--- config.mk ---
export PLATFORM = sky130hd
export DESIGN_NAME = apb_uart_regs
export DESIGN_NICKNAME = d
export VERILOG_FILES = /design/src/rtl/uartreg_pkg.sv /design/src/rtl/urf_rxq.sv /design/src/rtl/urf_txirq.sv /design/src/rtl/apb_uart_regs.sv
export SDC_FILE = /design/constraint.sdc
export NUM_CORES = 1
export LEC_CHECK = 0
export BUFFER_PORTS_ARGS = -buffer_cell sky130_fd_sc_hd__buf_2
export CORE_UTILIZATION = 59
export CTS_BUF_LIST = sky130_fd_sc_hd__clkbuf_4 sky130_fd_sc_hd__clkbuf_8 sky130_fd_sc_hd__clkbuf_16
export CTS_CLUSTER_DIAMETER = 40
export DETAILED_ROUTE_END_ITERATION = 10
export PLACE_DENSITY = 0.9
export RECOVER_POWER = 25
export SYNTH_ARGS = -nofsm -noshare
export SYNTH_HDL_FRONTEND = slang
export SYNTH_HIERARCHICAL = 1
export SYNTH_SLANG_ARGS = --single-unit
--- constraint.sdc ---
create_clock -name clk -period 5 [get_ports clk]
set_clock_uncertainty 0.2 [all_clocks]
set_input_delay 1 -clock clk [delete_from_list [all_inputs] [get_ports clk]]
set_output_delay 1 -clock clk [all_outputs]
set_load 0.02 [all_outputs]
--- src/rtl/uartreg_pkg.sv ---
package uartreg_pkg;
    localparam int ADDR_W = 5;

    localparam logic [ADDR_W-1:0] OFS_DATA   = 5'h00;
    localparam logic [ADDR_W-1:0] OFS_DATA_B = 5'h03;
    localparam logic [ADDR_W-1:0] OFS_STAT   = 5'h04;
    localparam logic [ADDR_W-1:0] OFS_CTRL   = 5'h08;

    localparam int CTL_RX_EN = 0;
    localparam int CTL_TX_EN = 1;
    localparam int CTL_RX_IE = 2;
    localparam int CTL_TX_IE = 3;

    localparam int ST_DREADY  = 0;
    localparam int ST_TSH_EMP = 1;
    localparam int ST_TQ_EMP  = 2;
    localparam int ST_RQ_HALF = 8;
    localparam int ST_RQ_FULL = 10;

    typedef struct packed {
        logic       tx_valid;
        logic [7:0] tx_data;
        logic       irq;
    } txirq_t;
endpackage

--- src/rtl/urf_rxq.sv ---
module urf_rxq #(
    parameter int DEPTH = 16,
    parameter int PTR_W = $clog2(DEPTH + 1)
) (
    input  logic             clk,
    input  logic             rst_n,
    input  logic             push,
    input  logic [7:0]       push_data,
    input  logic             pop,
    output logic [7:0]       head,
    output logic [PTR_W-1:0] occ,
    output logic             room
);
    localparam int IDX_W = $clog2(DEPTH);

    typedef struct packed {
        logic [DEPTH-1:0][7:0] mem;
        logic [PTR_W-1:0]      wr;
        logic [PTR_W-1:0]      rd;
    } q_t;

    q_t q_q, q_d;
    logic             nonempty;
    logic             drain;
    logic [PTR_W-1:0] wbase;

    assign nonempty = (q_q.rd != q_q.wr);
    assign drain    = pop && nonempty && ((q_q.rd + 1'b1) == q_q.wr);
    assign wbase    = drain ? '0 : q_q.wr;

    always_comb begin
        q_d = q_q;
        if (pop && nonempty) begin
            q_d.rd = q_q.rd + 1'b1;
        end
        if (drain) begin
            q_d.rd = '0;
            q_d.wr = '0;
        end
        if (push) begin
            q_d.mem[wbase[IDX_W-1:0]] = push_data;
            q_d.wr = wbase + 1'b1;
        end
    end

    always_ff @(posedge clk) begin
        if (!rst_n) begin
            q_q <= '0;
        end else begin
            q_q <= q_d;
        end
    end

    assign head = nonempty ? q_q.mem[q_q.rd[IDX_W-1:0]] : 8'h00;
    assign occ  = q_q.wr - q_q.rd;
    assign room = (q_q.wr != PTR_W'(DEPTH));
endmodule

--- src/rtl/urf_txirq.sv ---
module urf_txirq
    import uartreg_pkg::*;
(
    input  logic       clk,
    input  logic       rst_n,
    input  logic       send,
    input  logic [7:0] send_data,
    input  logic       rx_evt,
    input  logic       tx_evt,
    output logic       tx_valid,
    output logic [7:0] tx_data,
    output logic       irq
);
    txirq_t s_q, s_d;

    always_comb begin
        s_d          = s_q;
        s_d.tx_valid = send;
        if (send) begin
            s_d.tx_data = send_data;
        end
        s_d.irq = rx_evt || tx_evt;
    end

    always_ff @(posedge clk) begin
        if (!rst_n) begin
            s_q <= '0;
        end else begin
            s_q <= s_d;
        end
    end

    assign tx_valid = s_q.tx_valid;
    assign tx_data  = s_q.tx_data;
    assign irq      = s_q.irq;
endmodule

--- src/rtl/apb_uart_regs.sv ---
module apb_uart_regs
    import uartreg_pkg::*;
#(
    parameter int DEPTH = 16
) (
    input  logic              clk,
    input  logic              rst_n,
    input  logic              psel,
    input  logic              penable,
    input  logic              pwrite,
    input  logic [ADDR_W-1:0] paddr,
    input  logic [31:0]       pwdata,
    output logic [31:0]       prdata,
    input  logic              rx_valid,
    input  logic [7:0]        rx_data,
    output logic              rx_ready,
    output logic              tx_valid,
    output logic [7:0]        tx_data,
    output logic              irq
);
    localparam int PTR_W = $clog2(DEPTH + 1);
    localparam int HALF  = DEPTH / 2;

    logic [31:0]      ctrl_q, ctrl_d;
    logic             acc, is_data;
    logic             push, pop, send;
    logic [7:0]       head;
    logic [PTR_W-1:0] rx_occ;
    logic             room;
    logic [31:0]      stat;

    assign acc     = psel && penable;
    assign is_data = (paddr == OFS_DATA) || (paddr == OFS_DATA_B);
    assign push    = rx_valid && room && ctrl_q[CTL_RX_EN];
    assign pop     = acc && !pwrite && is_data;
    assign send    = acc && pwrite && is_data && ctrl_q[CTL_TX_EN];
    assign rx_ready = room;

    always_comb begin
        ctrl_d = ctrl_q;
        if (acc && pwrite && (paddr == OFS_CTRL)) begin
            ctrl_d = pwdata;
        end
    end

    always_ff @(posedge clk) begin
        if (!rst_n) begin
            ctrl_q <= '0;
        end else begin
            ctrl_q <= ctrl_d;
        end
    end

    urf_rxq #(.DEPTH(DEPTH), .PTR_W(PTR_W)) u_rxq (
        .clk       (clk),
        .rst_n     (rst_n),
        .push      (push),
        .push_data (rx_data),
        .pop       (pop),
        .head      (head),
        .occ       (rx_occ),
        .room      (room)
    );

    urf_txirq u_txirq (
        .clk       (clk),
        .rst_n     (rst_n),
        .send      (send),
        .send_data (pwdata[7:0]),
        .rx_evt    (push && ctrl_q[CTL_RX_IE]),
        .tx_evt    (send && ctrl_q[CTL_TX_IE]),
        .tx_valid  (tx_valid),
        .tx_data   (tx_data),
        .irq       (irq)
    );

    always_comb begin
        stat             = '0;
        stat[ST_DREADY]  = (rx_occ != '0);
        stat[ST_TSH_EMP] = 1'b1;
        stat[ST_TQ_EMP]  = 1'b1;
        stat[ST_RQ_HALF] = (rx_occ >= PTR_W'(HALF));
        stat[ST_RQ_FULL] = !room;
    end

    always_comb begin
        if (is_data) begin
            prdata = {24'h0, head};
        end else if (paddr == OFS_STAT) begin
            prdata = stat;
        end else if (paddr == OFS_CTRL) begin
            prdata = ctrl_q;
        end else begin
            prdata = '0;
        end
    end
endmodule

Word level (Yosys, flattened, before mapping)
Cells that the tools add are included.
{"block": "op_classes", "bitwise_logic": 1, "eq_ne": 6, "n_reduce_logical": 22, "muxes": 13, "order_cmp": 4, "n_addsub": 3}
{"cell": "bitwise mux 128 bit", "n": 1}
{"cell": "2-to-1 mux 32 bit", "n": 3}
{"cell": "binary-select mux 8 bit (select 4 bit)", "n": 1}
{"cell": "demux 8 bit (select 4 bit)", "n": 1}
{"cell": "2-to-1 mux 8 bit", "n": 3}
{"cell": "2-to-1 mux 5 bit", "n": 3}
{"cell": "logical AND 1 bit", "n": 14}
{"cell": "adder 5 x 1 -> 5 bit, second input constant", "n": 2}
{"cell": "< comparator 4 x 5 -> 1 bit, second input constant", "n": 2}
{"cell": "2-to-1 mux 10 bit", "n": 1}
{"cell": "== test 5 x 2 -> 1 bit, second input constant", "n": 1}
{"cell": "== test 5 x 3 -> 1 bit, second input constant", "n": 1}
{"cell": "== test 5 x 4 -> 1 bit, second input constant", "n": 1}
{"cell": "== test 5 bit", "n": 1}
{"cell": "greater-or-equal comparator 5 x 4 -> 1 bit, second input constant", "n": 1}
{"cell": "zero test 5 bit", "n": 1}
{"cell": "!= test 5 bit", "n": 1}
{"cell": "!= test 5 bit, second input constant", "n": 1}
{"cell": "nonzero test 5 bit", "n": 1}
{"cell": "subtractor 5 bit", "n": 1}
{"cell": "greater-or-equal comparator 4 x 1 -> 1 bit, second input constant", "n": 1}
{"cell": "zero test 1 bit", "n": 2}
{"cell": "logical OR 1 bit", "n": 2}
{"cell": "nonzero test 2 bit", "n": 1}
{"cell": "other kinds (2)", "n": 2}
{"block": "word_totals", "regBits": 180, "out_inout_bits": 43, "elab_cells": 71, "input_bits": 51}

Longest topological paths before layout
Gate-level depths: netlist of run 1.
{"block": "depth", "word_depth": 11, "mapped_depth": 14}

Cells and area by module
Netlist of run 1, hierarchy kept.
{"module": "urf_rxq", "cells_each": 594, "seq_area_each_um2": 2762.6, "instances": 1, "area_each_um2": 6446.2}
{"module": "apb_uart_regs", "cells_each": 203, "seq_area_each_um2": 640.6, "instances": 1, "area_each_um2": 1776.7}
{"module": "urf_txirq", "cells_each": 29, "seq_area_each_um2": 200.2, "instances": 1, "area_each_um2": 356.6}

Worst setup path after synthesis of run 1
Ideal clock, no wire load.
{"block": "synth_path", "kind": "input-to-reg", "from": "in paddr[4]", "to": "reg u_rxq/q_q[114] (netlist name)", "arrival_ns": 3.792, "setup_slack_ns": 0.876, "path_stages": 13, "path_buffers": 2, "path_cell_list": "or3_4 -> or2_1 -> nor3_1 -> nand3_1 -> or4_4 -> buf_6 -> and2_1 -> inv_1 -> ha_1 -> and2_1 -> clkbuf_1 -> nand4_2 -> mux2i_1"}
{"block": "synth_between", "elab_chain_cells": 11}
{"element": "start: declaration", "line": "apb_uart_regs.sv:11", "rtl": "input logic [ADDR_W-1:0] paddr,"}
{"element": "== test 5 x 2 -> 1 bit / zero test 5 bit (equally long branches)", "line": "apb_uart_regs.sv:33", "rtl": "assign is_data = (paddr == OFS_DATA) || (paddr == OFS_DATA_B);"}
{"element": "logical OR 1 bit *", "line": "apb_uart_regs.sv:33"}
{"element": "logical AND 1 bit *", "line": "apb_uart_regs.sv:35", "rtl": "assign pop = acc && !pwrite && is_data;"}
{"element": "named net pop", "line": "apb_uart_regs.sv:26", "rtl": "logic push, pop, send;"}
{"element": "logical AND 1 bit * (2 in series)", "line": "urf_rxq.sv:28", "rtl": "assign drain = pop && nonempty && ((q_q.rd + 1'b1) == q_q.wr);"}
{"element": "2-to-1 mux 5 bit *", "line": "urf_rxq.sv:29", "rtl": "assign wbase = drain ? '0 : q_q.wr;"}
{"element": "< comparator 4 x 5 -> 1 bit (not written as such) / greater-or-equal comparator 4 x 1 -> 1 bit (equally long branches)", "line": "urf_rxq.sv:41", "rtl": "q_d.mem[wbase[IDX_W-1:0]] = push_data;"}
{"element": "logical AND 1 bit (not written as such)", "line": "urf_rxq.sv:41"}
{"element": "2-to-1 mux 8 bit (not written as such)", "line": "urf_rxq.sv:41"}
{"element": "demux 8 bit (select 4 bit) *"}
{"element": "bitwise mux 128 bit *", "line": "urf_rxq.sv:41"}
{"element": "end signal: assignment", "line": "urf_rxq.sv:50", "rtl": "q_q <= q_d;"}
{"element": "end: declaration", "line": "urf_rxq.sv:22", "rtl": "q_t q_q, q_d;"}
Mark *: on every way through the listed nets, which the timed path passes. The rest lies on a longest branch.
A chain may end at the register's enable or synchronous reset.

Worst setup path in the final report of run 1
{"block": "layout_path", "from": "in paddr[3]", "to": "reg u_rxq/q_q[33] (netlist name)"}
Same word-level chain as after synthesis.

==> results.py, run 1 <==
metrics = {
    "status": {
        "status": "finished, violations left",
        "violations": "max-capacitance violations, max-slew violations",
    },
    "setup_path": {
        "reg2reg_from": "u_rxq/q_q[0]$_SDFFE_PP0P_",
        "r2r_slack_ps": 690,
        "crit_path_end_kind": "flop",
        "worstReg2RegEnd": "u_rxq/q_q[33]$_SDFFE_PN0P_",
        "cp_num_buf_inv": 2,
        "rr_worst_depth": 11,
        "slowest_delay_ps": 900,
        "crit_required_ps": 5150,
        "path_max_fanout": 21,
        "start_kind": "primary input",
        "slowest_stage": "or4_1",
        "critPathTopFamily": "simple AND/OR/NAND/NOR gates",
        "criticalPathCategory": "in2reg",
        "crit_chain": "buf_2 > or3_1 > or2_0 > nor3_1 > nand3_1 > or4_1 > nand2_1 > ha_1 > and2_1 > a21boi_1 > buf_4 > mux2i_1",
        "arrival_ps": 4800,
    },
    "placed_design": {
        "port_buffers": 93,
        "place_congestion": 0.833,
        "pre_cts_slack_ps": 411,
        "placedCellCount": 1044,
        "placed_cell_area_mm2": 0.00898,
        "dp_hpwl_um": 12600,
    },
    "power_and_ir_drop": {
        "swShare_pct": 22.0,
        "power_density_mw_per_mm2": 301,
        "p_total_mw": 2.87,
        "ir_drop_v": 0.000287,
        "p_leak_nw": 4.15,
        "p_seq_share_pct": 50.1,
        "pwr-share-comb_pct": 3.2,
        "p_clk_share_pct": 46.7,
        "p_sw_mw": 0.629,
        "p_int_mw": 2.24,
    },
    "clock_network": {
        "path_clk_slew_ps": 60,
        "numClockSinks": 180,
        "cts_buffer_depth": 2,
        "cts_buffers": 17,
        "cts_hold_buffers": 0,
        "htree_levels": 4,
        "cts_root_buf": "clkbuf_16",
        "cts_tree": "yes",
        "clkLatencyLatePin_ps": 440,
        "cts_setup_buffers": 0,
        "post_cts_resized": 0,
    },
    "routing": {
        "post_drt_via_cell_ratio": 5.81,
        "drc": 0,
        "drtAntennaViolNets": 0,
        "drtIter0Drc": 450,
        "via_count": 6254,
        "firstDrtPassIters": 5,
        "finalWirelength_um": 19600,
        "post_drt_wl_per_cell_um": 18.2,
    },
    "logic_synthesis": {
        "yosysUniqueCellTypes": 53,
        "yosysWarningCount": 6,
        "synth_compound_area_share_pct": 2.38,
        "synth_cells": 826,
        "netlist_area_mm2": 0.00858,
        "synth.ff_latch_count": 180,
        "yosys.area_share.simple_pct": 16.9,
        "synth_xor_area_share_pct": 1.72,
        "synth_nets": 887,
        "yosys.area.top_type_share_pct": 42.0,
        "synth-adder-area-share_pct": 1.55,
        "synth_area_leaders": "dfxtp_1 42%, mux2i_1 20%, mux4_2 11%",
        "muxShareOfSynthArea_pct": 30.3,
        "synth_area_per_cell_um2": 10.4,
        "synth_top_family_by_area": "multiplexers",
        "yosysTopAreaCell": "dfxtp_1",
        "seq_area_frac_synth_pct": 42.0,
    },
    "sta": {
        "post-route-period-util_pct": 92.9,
        "finalSetupTns_ps": 0,
        "setup_slack_ps": 356,
        "worst_pin_slew_ps": 1850,
        "slew_viol_final": 33,
        "hold_slack_ps": 254,
        "rsz0062_at_grt": "no",
        "fmax_mhz": 215,
        "timing.slew.headroom_pct": -23.3,
        "fin_crit_ps": 4640,
        "hold_violations": 0,
        "finalSetupViolCount": 0,
    },
    "run": {
        "max_cap_viol_count": 1,
    },
    "grt": {
        "grt_pass1_vias": 6124,
        "grt_pass1_wl_um": 30600,
        "grt_overflow_total": 0,
        "grt_antenna_before_repair": 0,
        "grt_usage_pct": 27.0,
        "grt_start_max_net_pins": 114,
    },
    "final_layout": {
        "nets": 944,
        "multi_input_area_mm2": 0.00451,
        "fillers": 965,
        "n_antenna_cell": 0,
        "stdcell_count": 1076,
        "area_delta_synth_final_pct": 11.0,
        "final_cell_area_mm2": 0.00953,
        "drive_gt1_share_pct": 20.4,
        "regArea_mm2": 0.00360,
        "finalCoreUtilization_pct": 67.8,
    },
    "floorplan": {
        "die-width_um": 123,
        "rows": 43,
        "initial_core_util_pct": 61.1,
        "dieArea_mm2": 0.0150,
        "core_mm2": 0.0140,
        "ios": 94,
        "dieHeight_um": 123,
    },
    "worst_hold_path": {
        "hold_start": "ctrl_q[26]$_SDFFE_PN0P_",
        "whs_path_depth": 2,
        "holdCritPathClass": "reg2reg",
        "whs_endpoint": "ctrl_q[26]$_SDFFE_PN0P_",
    },
}
==> cells in the final DEF (no fill, tap or decap), drive strengths merged, types with 11 or more instances in the layout <==
master / count
nand2: 207
dfxtp: 180
mux2i: 170
buf: 90
mux4: 40
clkbuf: 35
and3: 27
nor2b: 20
inv: 13
nand3: 11
==> registers in the layout, summed over array words and instances (netlist names) <==
name              count
ctrl_q               32
u_txirq/irq           1
u_rxq/q_q           138
u_txirq/tx_data       8
u_txirq/tx_valid      1
==> cell type report <==
type,instances,area share [%]
well taps,180,2.36
clock inverters,11,1.31
flip-flops and latches,180,37.8
inverters,11,0.433
repair buffers,104,5.77
multi-input cells,569,47.4
clock buffers,21,4.91
==> per-layer routing <==
layer	share of wire, %	global-route usage (%)	vias up
met1	41	32.0	3054
met5	0	0	-
met2	51	47.4	200
li1	-	-	2965
met4	2.0	9.91	0
met3	5.9	6.37	35
==> Yosys cell counts (all sizes together) <==
cell type and count:
nor2b 20, o2bb2ai 2, buf 20, a21oi 5
mux2i 170, a32o 1, o21a 2, nor3 7
or3 2, mux4 40, and4 1, nand3b 1
nand3 11, a21o 3, nor2 9, and2 7
xnor2 9, dlygate4sd1 6, a21boi 3, nand2b 1
o211ai 1, clkbuf 40, or4 1, inv 11
nand2 207, o21ai 3, and2b 1, or2 2
a22o 5, nand4 9, ha 9, dfxtp 180
fa 1, a31oi 2, and3 27, xor2 7
==> worst reg2reg max path: cells and delay by family, from the launching register on <==
kind | cells | cell delay, ps
AOI/OAI and AO/OA | 1 | 370
adders and majority gates | 2 | 450
and+or+nand+nor | 3 | 1490
xor gates and xnor gates | 2 | 250
muxes | 1 | 230
DFF | 1 | 670
buffers and inverters | 2 | 570
==> worst max-delay path by stage <==
| stage | startpoint | endpoint | slack, ps | depth (start not counted) |
|---|---|---|---|---|
| global placement | paddr[4] | u_rxq/q_q[112]$_SDFFE_PN0P_ | 530 | 12 |
| global route | paddr[3] | u_rxq/q_q[21]$_SDFFE_PN0P_ | 220 | 13 |
| CTS | u_rxq/q_q[0]$_SDFFE_PP0P_ | prdata[2] | 640 | 7 |
| finish | paddr[3] | u_rxq/q_q[33]$_SDFFE_PN0P_ | 360 | 12 |
| floorplan | paddr[4] | u_rxq/q_q[114]$_SDFFE_PN0P_ | 880 | 13 |
| detailed placement | paddr[4] | u_rxq/q_q[118]$_SDFFE_PN0P_ | 410 | 12 |
==> kinds of logic (layout without fill, tap and decap cells) <==
logic type | after synthesis | in the layout
muxes | 210 | 210
buffers and inverters | 77 | 147
xor gates and xnor gates | 16 | 16
and+or+nand+nor | 306 | 306
adders and majority gates | 10 | 10
DFF | 180 | 180
AOI/OAI and AO/OA | 27 | 27
==> power groups by stage <==
stage	sequential, mW	clock [mW]	combinational, mW
2_1_floorplan	1.47	0	0.0599
3_3_place_gp	1.47	0	0.0922
3_5_place_dp	1.47	0	0.0930
4_1_cts	1.43	1.35	0.0936
5_1_grt	1.43	1.41	0.101
6_report	1.43	1.34	0.0920
Power figures use the tool's default switching activity.
==> run 2, diff against run 1 <==
- ABC_AREA: not set -> 1
- GPL_ROUTABILITY_DRIVEN: not set -> 0
- SETUP_SLACK_MARGIN: not set -> 0.15
==> results.py, run 2 <==
metrics = {
    "logic_synthesis": {
        "synth_area_leaders": "dfxtp_1 40%, nor2_1 13%, nand2_1 11%",
        "synth_edf_count": 0,
        "yosysWarningCount": 6,
        "synthArstFlopShare_pct": 0,
        "synth_area_per_cell_um2": 6.58,
        "seq_area_frac_synth_pct": 39.6,
        "netlist_area_mm2": 0.00909,
        "ys.flop_type": "dfxtp_1",
        "synth.ff_latch_count": 180,
        "yosys.area.top_type_share_pct": 39.6,
        "synth_top_cells_by_count": "308 x nor2_1, 255 x nand2_1, 180 x dfxtp_1, 121 x inv_1, 109 x a21oi_1",
        "synth_cells": 1383,
        "yosysTopAreaCell": "dfxtp_1",
        "synth_nets": 1444,
        "yosysUniqueCellTypes": 37,
        "yosysMostFrequentCell": "nor2_1",
    },
    "routing": {
        "drtIter0Drc": 1225,
        "finalWirelength_um": 25500,
        "drc": 0,
        "firstDrtPassIters": 7,
        "post_drt_via_cell_ratio": 5.81,
        "via_count": 9443,
        "post_drt_wl_per_cell_um": 15.7,
        "drtAntennaViolNets": 0,
    },
    "clock_network": {
        "cts_hold_buffers": 0,
        "path_clk_slew_ps": 70,
        "clkLatencyLatePin_ps": 430,
        "cts_root_buf": "clkbuf_16",
        "htree_levels": 4,
        "cts_tree": "yes",
        "cts_setup_buffers": 0,
        "numClockSinks": 180,
        "cts_buffers": 17,
        "post_cts_resized": 0,
        "cts_buffer_depth": 2,
    },
    "setup_path": {
        "crit_chain": "inv_2 > ha_1 > nand2_1 > nor2_1 > nand2_1 > nand2_1 > nor2_1 > nand3_2 > nand2_2 > inv_1 > ha_1 > nand2_1 > inv_1 > nand4_1 > nand2_1 > nand2_1 > nor2_1",
        "crit_path_end_kind": "flop",
        "start_kind": "flop",
        "arrival_ps": 4650,
        "criticalPathCategory": "reg2reg",
        "slowest_stage": "dfxtp_1",
        "cp_common_cell": "nand2_1",
        "path_max_fanout": 21,
        "crit_required_ps": 5160,
        "slowest_delay_ps": 730,
    },
    "sta": {
        "finalSetupViolCount": 0,
        "timing.slew.headroom_pct": -41.9,
        "rsz0062_at_grt": "no",
        "post-route-period-util_pct": 89.7,
        "finalSetupTns_ps": 0,
        "setup_slack_ps": 514,
        "fmax_mhz": 223,
        "hold_violations": 0,
        "slew_viol_final": 33,
        "hold_slack_ps": 263,
        "fin_crit_ps": 4490,
        "worst_pin_slew_ps": 2120,
    },
    "placed_design": {
        "port_buffers": 93,
        "dp_hpwl_um": 15800,
        "pre_cts_slack_ps": 614,
        "placed_cell_area_mm2": 0.00951,
        "placedCellCount": 1592,
    },
    "run": {
        "max_cap_viol_count": 1,
    },
    "grt": {
        "grt_pass1_wl_um": 40900,
        "grt_usage_pct": 32.0,
        "grt_start_max_net_pins": 65,
        "grt_antenna_before_repair": 0,
        "grt_pass1_vias": 8357,
        "grt_overflow_total": 0,
    },
    "final_layout": {
        "max_flop_register": "u_rxq/q_q",
        "nets": 1484,
        "finalCoreUtilization_pct": 66.3,
        "n_antenna_cell": 0,
        "drive_gt1_share_pct": 11.5,
        "final_cell_area_mm2": 0.0100,
        "stdcell_count": 1624,
        "area_delta_synth_final_pct": 10.4,
        "layout_commonest_cell": "nor2_1",
        "largest_reg_flops": 138,
        "mostFrequentLayoutCells": "309 x nor2_1, 257 x nand2_1, 179 x dfxtp_1",
    },
    "power_and_ir_drop": {
        "power_density_mw_per_mm2": 287,
        "p_leak_nw": 4.22,
        "ir_drop_v": 0.000258,
        "p_total_mw": 2.88,
    },
    "floorplan": {
        "dieArea_mm2": 0.0159,
        "initial_core_util_pct": 60.0,
        "die-width_um": 126,
        "rows": 45,
        "dieHeight_um": 126,
        "ios": 94,
        "core_mm2": 0.0151,
    },
    "status": {
        "status": "finished, violations left",
        "violations": "max-capacitance violations, max-slew violations",
    },
    "worst_hold_path": {
        "holdCritPathClass": "reg2reg",
    },
}
==> run 2: changes by cell type after synthesis, sizes merged, moves of 14 or more <==
| cell | previous run | this run |
|---|---|---|
| inv | 11 | 134 |
| mux4 | 40 | 0 |
| a21oi | 5 | 110 |
| nand4 | 9 | 46 |
| nor2b | 20 | 0 |
| o21ai | 3 | 102 |
| nand3 | 11 | 92 |
| nand2 | 207 | 260 |
| o22ai | 0 | 14 |
| mux2i | 170 | 0 |
| and3 | 27 | 0 |
| buf | 20 | 40 |
| nor2 | 9 | 317 |
==> run 2: layout make-up <==
class	count	area, µm²
Tap cell	188	235
Clock inverter	10	96.3
Clock buffer	22	488
Multi-Input combinational cell	978	4510
Timing Repair Buffer	110	591
Inverter	136	510
Fill cell	1260	5110
Sequential cell	180	3600
==> run 2: final timing paths <==
kind                                                  from                          end  slack [ps]  depth (start not counted)
worst max-delay path             u_rxq/q_q[2]$_SDFFE_PP0P_  u_rxq/q_q[103]$_SDFFE_PN0P_         510                         17
worst min-delay path            u_rxq/q_q[53]$_SDFFE_PN0P_   u_rxq/q_q[53]$_SDFFE_PN0P_         260                          2
worst max register to register   u_rxq/q_q[2]$_SDFFE_PP0P_  u_rxq/q_q[103]$_SDFFE_PN0P_         510                         17
worst min register to register  u_rxq/q_q[53]$_SDFFE_PN0P_   u_rxq/q_q[53]$_SDFFE_PN0P_         260                          2
==> run 2: routing by layer <==
layer  global-route usage [%]  routed length [µm]  vias to the layer above
met5                        0                   0                        -
met4                     13.7                 845                        0
met3                     6.33                2290                       90
met2                     52.2               11900                      515
met1                     41.1               10500                     4334
li1                         -                   -                     4504
==> run 2: cell families after synthesis <==
logic type	share of synthesized area, %
XOR/XNOR	0.385
adder cells (fa/ha/maj)	1.46
buffers and inverters	10.4
AND/OR/NAND/NOR	34.4
flip-flops	39.6
AO/OA/AOI/OAI	13.7
==> run 2: worst max-delay path: cells and delay by family (launching register included) <==
family                     cells  cell delay, ps
and+or+nand+nor               12            1970
buffers and inverters          3             870
DFF                            1             730
adders and majority gates      2             620
==> run 2: power breakdown <==
part | internal, mW | switching, mW | total (mW)
combinational | 0.0294 | 0.0873 | 0.117
sequential | 1.43 | 0.000719 | 1.44
clock | 0.747 | 0.579 | 1.33
total | 2.21 | 0.667 | 2.88
